## config.mk

```make
export PLATFORM = sky130hd
export DESIGN_NAME = nco_uart_tx
export DESIGN_NICKNAME = d
export VERILOG_FILES = /design/src/rtl/nco_uart_tx_pkg.sv /design/src/rtl/nco_uart_cfg_regs.sv /design/src/rtl/nco_phase_tick.sv /design/src/rtl/nco_uart_shifter.sv /design/src/rtl/nco_uart_tx.sv
export SDC_FILE = /design/constraint.sdc
export NUM_CORES = 1
export LEC_CHECK = 0
export BUFFER_PORTS_ARGS = -buffer_cell sky130_fd_sc_hd__buf_2
export CORE_MARGIN = 10
export CORE_UTILIZATION = 45
export DETAILED_ROUTE_END_ITERATION = 8
export PLACE_DENSITY_LB_ADDON = 0.12
export SLEW_MARGIN = 25
export SYNTH_ARGS = -nofsm -noshare
export SYNTH_HDL_FRONTEND = slang
export SYNTH_SLANG_ARGS = --single-unit
```

## constraint.sdc

```tcl
create_clock -name clk -period 3.2 [get_ports clk]
set_input_delay 0 -clock clk [delete_from_list [all_inputs] [get_ports clk]]
set_output_delay 0 -clock clk [all_outputs]
set_load 0.1 [all_outputs]
```

## src/rtl/nco_uart_tx_pkg.sv

```systemverilog
// Shared constants and types for the phase-accumulator serial transmitter.
// Assumes: mode codes are 5 bits wide; the configuration layout is fixed.
package nco_uart_tx_pkg;
    localparam int MODE_W   = 5;
    localparam int CFG_W    = 32;
    localparam logic [MODE_W-1:0] MODE_ASYNC_TX = 5'b11110;
    localparam logic [MODE_W-1:0] MODE_ASYNC_RX = 5'b11111;

    typedef enum logic [1:0] {
        ST_IDLE  = 2'd0,
        ST_START = 2'd1,
        ST_DATA  = 2'd2,
        ST_STOP  = 2'd3
    } tx_state_t;
endpackage

```

## src/rtl/nco_uart_cfg_regs.sv

```systemverilog
// Holds the mode and configuration words written by the host.
// Decodes the transmit enable, the phase increment and the data length.
// Assumes: the increment sits in the top PHASE_W bits of the configuration
// word and the length minus one sits in the low LEN_W bits.
module nco_uart_cfg_regs
    import nco_uart_tx_pkg::*;
#(
    parameter int PHASE_W = 16,
    parameter int LEN_W   = 5
) (
    input  logic               clk,
    input  logic               rst_n,
    input  logic               mode_we,
    input  logic [MODE_W-1:0]  mode_wdata,
    input  logic               cfg_we,
    input  logic [CFG_W-1:0]   cfg_wdata,
    output logic               tx_en,
    output logic [PHASE_W-1:0] phase_inc,
    output logic [LEN_W-1:0]   len_m1
);
    localparam int INC_LSB = CFG_W - PHASE_W;

    logic [MODE_W-1:0] mode_q;
    logic [CFG_W-1:0]  cfg_q;

    // Latch the mode word on its strobe.
    always_ff @(posedge clk) begin
        if (!rst_n)       mode_q <= '0;
        else if (mode_we) mode_q <= mode_wdata;
    end

    // Latch the configuration word on its strobe.
    always_ff @(posedge clk) begin
        if (!rst_n)      cfg_q <= '0;
        else if (cfg_we) cfg_q <= cfg_wdata;
    end

    // Decode the fields that the datapath uses.
    always_comb begin
        tx_en     = (mode_q == MODE_ASYNC_TX);
        phase_inc = cfg_q[CFG_W-1:INC_LSB];
        len_m1    = cfg_q[LEN_W-1:0];
    end
endmodule

```

## src/rtl/nco_phase_tick.sv

```systemverilog
// Fractional bit-rate generator. While run is high it adds the increment to
// a PHASE_W-bit accumulator on every clock, and each carry out is a tick.
// Assumes: clr has priority over run; a zero increment never ticks.
module nco_phase_tick #(
    parameter int PHASE_W = 16
) (
    input  logic               clk,
    input  logic               rst_n,
    input  logic               clr,
    input  logic               run,
    input  logic [PHASE_W-1:0] inc,
    output logic               tick
);
    logic [PHASE_W-1:0] acc_q;
    logic [PHASE_W:0]   sum;

    // Form the next phase; its top bit is the carry.
    always_comb begin
        sum  = {1'b0, acc_q} + {1'b0, inc};
        tick = run && sum[PHASE_W];
    end

    // Clear on frame start or abort; otherwise advance while running.
    always_ff @(posedge clk) begin
        if (!rst_n || clr) acc_q <= '0;
        else if (run)      acc_q <= sum[PHASE_W-1:0];
    end
endmodule

```

## src/rtl/nco_uart_shifter.sv

```systemverilog
// Frame sequencer: start bit, LSB-first data, stop bit. It advances one bit
// per tick, raises done at the end of the stop bit, and ignores loads while
// a frame is in flight.
// Assumes: abort (a mode write) has priority over every other input.
module nco_uart_shifter
    import nco_uart_tx_pkg::*;
#(
    parameter int DATA_W = 32,
    parameter int LEN_W  = 5
) (
    input  logic              clk,
    input  logic              rst_n,
    input  logic              abort,
    input  logic              load,
    input  logic [DATA_W-1:0] load_data,
    input  logic [LEN_W-1:0]  len_m1,
    input  logic              tick,
    input  logic              ack,
    output logic              busy,
    output logic              accept,
    output logic              txd,
    output logic              done
);
    tx_state_t         state_q;
    logic [DATA_W-1:0] shreg_q;
    logic [LEN_W-1:0]  left_q;
    logic              finish;

    // A load is taken only when no frame is in progress.
    always_comb begin
        busy   = (state_q != ST_IDLE);
        accept = load && !busy;
        finish = (state_q == ST_STOP) && tick;
    end

    // Line level follows the current frame position.
    always_comb begin
        unique case (state_q)
            ST_START: txd = 1'b0;
            ST_DATA:  txd = shreg_q[0];
            default:  txd = 1'b1;
        endcase
    end

    // Step through the frame fields, one per tick.
    always_ff @(posedge clk) begin
        if (!rst_n || abort) begin
            state_q <= ST_IDLE;
            shreg_q <= '0;
            left_q  <= '0;
        end else begin
            unique case (state_q)
                ST_IDLE: if (accept) begin
                    state_q <= ST_START;
                    shreg_q <= load_data;
                    left_q  <= len_m1;
                end
                ST_START: if (tick) state_q <= ST_DATA;
                ST_DATA: if (tick) begin
                    if (left_q == '0) begin
                        state_q <= ST_STOP;
                    end else begin
                        shreg_q <= shreg_q >> 1;
                        left_q  <= left_q - 1'b1;
                    end
                end
                ST_STOP: if (tick) state_q <= ST_IDLE;
                default: state_q <= ST_IDLE;
            endcase
        end
    end

    // Completion flag: set at the end of the stop bit (wins over ack), cleared by ack.
    always_ff @(posedge clk) begin
        if (!rst_n || abort) done <= 1'b0;
        else if (finish)     done <= 1'b1;
        else if (ack)        done <= 1'b0;
    end
endmodule

```

## src/rtl/nco_uart_tx.sv

```systemverilog
// Top level of the phase-accumulator serial transmitter. It joins the
// register decode, the bit-rate generator and the frame sequencer.
// Assumes: all host strobes are synchronous single-cycle pulses.
module nco_uart_tx
    import nco_uart_tx_pkg::*;
#(
    parameter int DATA_W  = 32,
    parameter int PHASE_W = 16,
    parameter int LEN_W   = 5
) (
    input  logic              clk,
    input  logic              rst_n,
    input  logic              mode_we,
    input  logic [4:0]        mode_wdata,
    input  logic              cfg_we,
    input  logic [31:0]       cfg_wdata,
    input  logic              data_we,
    input  logic [DATA_W-1:0] data_wdata,
    input  logic              ack,
    output logic              txd,
    output logic              busy,
    output logic              done
);
    logic               tx_en;
    logic [PHASE_W-1:0] phase_inc;
    logic [LEN_W-1:0]   len_m1;
    logic               tick;
    logic               accept;

    nco_uart_cfg_regs #(.PHASE_W(PHASE_W), .LEN_W(LEN_W)) u_regs (
        .clk(clk), .rst_n(rst_n),
        .mode_we(mode_we), .mode_wdata(mode_wdata),
        .cfg_we(cfg_we), .cfg_wdata(cfg_wdata),
        .tx_en(tx_en), .phase_inc(phase_inc), .len_m1(len_m1)
    );

    nco_phase_tick #(.PHASE_W(PHASE_W)) u_nco (
        .clk(clk), .rst_n(rst_n),
        .clr(mode_we || accept), .run(busy),
        .inc(phase_inc), .tick(tick)
    );

    nco_uart_shifter #(.DATA_W(DATA_W), .LEN_W(LEN_W)) u_shift (
        .clk(clk), .rst_n(rst_n),
        .abort(mode_we), .load(data_we && tx_en),
        .load_data(data_wdata), .len_m1(len_m1),
        .tick(tick), .ack(ack),
        .busy(busy), .accept(accept), .txd(txd), .done(done)
    );
endmodule

```

======== After elaboration in Yosys (flattened, before gate mapping) ========
Cells that the tools add are included.
Widths: inputs -> output; s select.
storage, ports and cells
  output and inout port bits .............. 3
  input bits .............................. 75
  bits in registers ....................... 93
operators by class
  add/subtract/negate cells ............... 2
  reductions and logical operators ........ 16
  eq/ne operators ......................... 10
  multiplexer cells ....................... 17
operator list
  cell                 count
  $mux 32              3
  $pmux 32 s2          1
  $add 16x16->17       1
  $mux 5               3
  $mux 2               5
  $pmux 5 s2           1
  $ne 2x1->1 const B   4
  $pmux 2 s4           1
  $reduce_bool 2->1    3
  $eq 5x5->1 const B   1
  $logic_not 5->1      1
  $reduce_and 5->1     1
  $sub 5x1->5 const B  1
  $eq 2x2->1 const B   2
  $logic_and 1x1->1    4
  $ne 2x2->1 const B   2
  $reduce_and 4->1     1
  $logic_or 1x1->1     3
  $eq 2x1->1 const B   1
  $logic_not 1->1      2
  $logic_not 2->1      1
  $mux 1               2
  $pmux 1 s2           1

======== Logic depth before layout (Yosys ltp) ========
  word-level depth ........................ 5
  mapped depth ............................ 11

======== By module ========
A second synthesis with hierarchy kept.
second synthesis, totals
  cell total of the unflattened synthesis .. 456
  area total of the unflattened synthesis .. 4370.4 µm²
by module, submodules not included
  module             seq. area each (µm²)  area each (µm²)  cells each  times used
  nco_uart_shifter   800.8                 1990.7           214         1
  nco_phase_tick     320.3                 1350.0           154         1
  nco_uart_cfg_regs  520.5                 1017.2           86          1
  nco_uart_tx        0.0                   12.5             2           1

======== Worst setup path before layout ========
OpenSTA, ideal clock, no wires.
  path kind ............................... register to output
  start ................................... register u_shift.state_q[0]
  end ..................................... output txd
  cell stages (with the launch flop) ...... 6
  required time ........................... 3.200 ns
  path slack .............................. 0.339 ns
  path buffers ............................ 2
  arrival time ............................ 2.861 ns
  path through ............................ dfxtp_1 > inv_1 > ha_1 > clkbuf_1 > clkbuf_1 > mux2i_1
on the way
  word-level cells in the longest chain between the ends .. 2
RTL lines
  item                                             line                    RTL
  start: declaration                               nco_uart_shifter.sv:24  tx_state_t state_q;
  start signal: assignment                         nco_uart_shifter.sv:48  state_q <= ST_IDLE;
  start signal: assignment                         nco_uart_shifter.sv:54  state_q <= ST_START;
  start signal: assignment                         nco_uart_shifter.sv:58  ST_START: if (tick) state_q <= ST_DATA;
  $eq 2x2->1 / $eq 2x1->1 (equally long branches)  nco_uart_shifter.sv:38  unique case (state_q)
  $pmux 1 s2 *                                     nco_uart_shifter.sv:38
  end: declaration                                 nco_uart_tx.sv:20       output logic txd,
Mark *: on every way between the ends. The rest lies on a longest branch, timed or not.

======== Worst setup path after layout ========
  start ................................... register u_regs.cfg_q[16]
  end ..................................... register u_shift.shreg_q[10]
on the way
  word-level cells in the longest chain between the ends .. 4
RTL lines
  item                        line                     RTL
  start: declaration          nco_uart_cfg_regs.sv:24  logic [CFG_W-1:0] cfg_q;
  start signal: assignment    nco_uart_cfg_regs.sv:35  else if (cfg_we) cfg_q <= cfg_wdata;
  $add 16x16->17              nco_phase_tick.sv:19     sum = {1'b0, acc_q} + {1'b0, inc};
  $logic_and 1x1->1           nco_phase_tick.sv:20     tick = run && sum[PHASE_W];
  $ne 2x1->1 (no line)        -
  $reduce_and 4->1 (no line)  -
  end signal: assignment      nco_uart_shifter.sv:55   shreg_q <= load_data;
  end signal: assignment      nco_uart_shifter.sv:63   shreg_q <= shreg_q >> 1;
  end: declaration            nco_uart_shifter.sv:25   logic [DATA_W-1:0] shreg_q;
No other way between the ends.
A chain may end at the register's enable or synchronous reset.

==> metrics.md <==
| Metric | Value |
|---|---|
| Worst Path Required | `3.42 ns` |
| Dpl hpwl | `6630 um` |
| Startpoint types | `flip-flop` |
| Total wire length | `9880 um` |
| Synth area leader | `dfxtp_1` |
| Least-Margin Pin Slew | `0.683 ns` |
| H-tree Lvls | `3` |
| Layout Skew | `0.0157 ns` |
| Post-route ant nets | `0` |
| Root buffer cell | `clkbuf_8` |
| Setup-failing EPs final | `0` |
| RSZ-0062 raised after global routing | `false` |
| Dpl ws | `0.572 ns` |
| Antenna violations before repair | `0` |
| Die width | `119 um` |
| LEAKAGE | `0.00209 uW` |
| Peak supply drop | `0.217 mV` |
| CTS Sinks | `82` |
| Syn Nets | `558` |
| Outcome | `finished, final reports clean` |
| Initial DRC count | `182` |
| Top-area cell type share of the netlist area | `37.0%` |
| Worst slew margin | `54.4%` |
| IO Pins | `78` |
| Worst hold path type | `in2reg` |
| CTS buffer count | `9` |
| Yosys cell types | `51` |
| Clock tree from TritonCTS | `built` |
| Setup tns final | `0 ns` |
| Worst-path fanout max | `66` |
| Share of layout cells above drive strength 1 | `24.2%` |
| Congestion Overflow GR | `0` |
| Setup ws final | `0.575 ns` |
| Post-Syn Instances | `460` |
| GPL Wtd Cong | `0.812` |
| First-pass GRT wire length | `16400 um` |
| Most frequent cells in the layout | `dfxtp_1 (82), buf_2 (66), mux2i_1 (63)` |
| Main synth FF type | `dfxtp_1` |
| IO Port Bufs | `66` |
| Number of synthesized flops with an enable pin | `0` |
| Syn Area/Cell | `9.64 um2` |
| Hold Fails Final Rpt | `0` |
| Crit path DAT | `2.84 ns` |
| Mapped cell area | `4440 um2` |
| Overall routing resource usage | `13.8%` |
| Sequential area share after synthesis | `37.0%` |
| #FFs+latches synth | `82` |
| Max-cap violations | `0` |
| Routed via count | `3477` |
| Max Fclk | `0.381 GHz` |
| DR DRC count | `0` |
| Commonest non-fill, non-tap cell in the layout | `dfxtp_1` |
| Vias in the first global route | `3511` |
| Starting Density | `45.8%` |
| Die Ht | `119 um` |
| Clock Tree Buf Depth | `2` |
| PwrDens | `384 nW/um2` |
| Vias per cell | `5.06` |
| Synth warn | `0` |
| DIE AREA | `14200 um2` |
| Fin crit period | `2.62 ns` |
| Diode count | `0` |
| Largest net degree at the start of global routing | `67` |
| Core area | `9680 um2` |
| Row cnt | `36` |
| Final Cycle Share | `82.0%` |
| Area growth syn-to-layout | `21.9%` |
| Clock insertion delay at the later pin of the skew report | `0.36 ns` |
| CP Class | `reg2reg` |
| CTS clk-pin slew, worst paths | `0.08 ns` |
| Max-slew violation total from the final report | `0` |
| CP endpoint kind | `flip-flop` |
| Post-synth ARST share | `0%` |
| Top cells by area, synth | `dfxtp_1 (37%), mux2i_1 (14%), a211oi_2 (8.7%)` |
| First-pass iteration count of the detailed router | `4` |
| Post-CTS setup buffers | `0` |
| Drt wl/cell | `14.4 um` |
| Nets | `647` |
[cell type report]
cell class,count,area [um2]
Clock buffer,12,145
Sequential cell,82,1640
Multi-Input combinational cell,338,2610
Tap cell,133,166
Timing Repair Buffer,105,721
Clock inverter,4,75.1
Inverter,13,48.8
Fill cell,888,4280
[timing repair]
action / CTS / global route
hold buffers: 34 / 0
hold endpoints to repair: 34 / 0
gates resized for setup: 0 / 0
[metal layers]
| layer | up-vias | part of all wire [%] | global-route usage (%) |
|---|---|---|---|
| met5 | - | 0 | 0 |
| li1 | 1821 | - | - |
| met4 | 0 | 0.83 | 3.21 |
| met1 | 1612 | 46 | 16.1 |
| met2 | 37 | 50 | 24.1 |
| met3 | 7 | 3.1 | 4.25 |
[worst paths after layout]
kind | start | to | slack [ns] | cells after the start
setup / recovery | u_regs.cfg_q[16] | u_shift.shreg_q[10] | 0.58 | 10
hold / removal | data_wdata[2] | u_shift.shreg_q[2] | 0.008 | 3
setup reg to reg | u_regs.cfg_q[16] | u_shift.shreg_q[10] | 0.58 | 10
hold reg to reg | u_shift.done | u_shift.done | 0.47 | 2
[cells in the mapped netlist, types with 6 or more instances]
master,instances
nor2_1,47
xnor2_1,8
a211oi_2,31
a21o_1,7
o21ai_0,10
nor2b_1,30
inv_1,12
mux2i_1,63
a21oi_1,23
clkbuf_1,17
dfxtp_1,82
ha_1,22
nand2_1,27
nand2b_1,6
[registers in the layout (all words and copies together), names as in the netlist]
name / cells
u_regs.cfg_q: 21
u_shift.state_q: 2
u_shift.left_q: 5
u_regs.mode_q: 5
u_shift.done: 1
u_nco.acc_q: 16
u_shift.shreg_q: 32
[stage by stage]
step | cell area [um2] | std cells | hold slack, ns | util, % | total power (uW)
2_1_floorplan | 4440 | 460 | 0.169 | - | 1170
3_3_place_gp | 4840 | 637 | 0.257 | 50.0 | 1230
3_5_place_dp | 4850 | 637 | 0.264 | 50.0 | 1230
4_1_cts | 5410 | 687 | 0.00159 | 55.8 | 2110
5_1_grt | 5410 | 687 | 0.0143 | 55.8 | 2160
6_report | 5410 | 687 | 0.00807 | 55.8 | 2080
[cell families (layout without fill, tap and decap cells)]
family          after synthesis  after routing  share of synthesized area (%)
compound gates              102            102                           19.5
xor+xnor                     13             13                           2.57
fa+ha+maj                    23             23                           6.66
buf+inv                      40            134                           4.40
flops                        82             82                           37.0
mux                          65             65                           14.7
simple gates                135            135                           15.1
[report_power, final]
part / switching, uW / internal [uW] / leakage [uW]
clock network: 378 / 462 / 0.000103
logic: 85.6 / 102 / 0.00132
registers: 12.0 / 1040 / 0.000666
total: 476 / 1600 / 0.00209
[worst max-delay path: stages, from the launching register on]
cell	delay (ns)
dfxtp_1	0.32
ha_1	0.23
fa_1	0.42
a211oi_1	0.32
o21ai_2	0.15
o211ai_2	0.19
a21boi_2	0.13
o21a_2	0.24
buf_12	0.22
nor2_1	0.18
a211oi_2	0.06
Power figures use the tool's default switching activity.
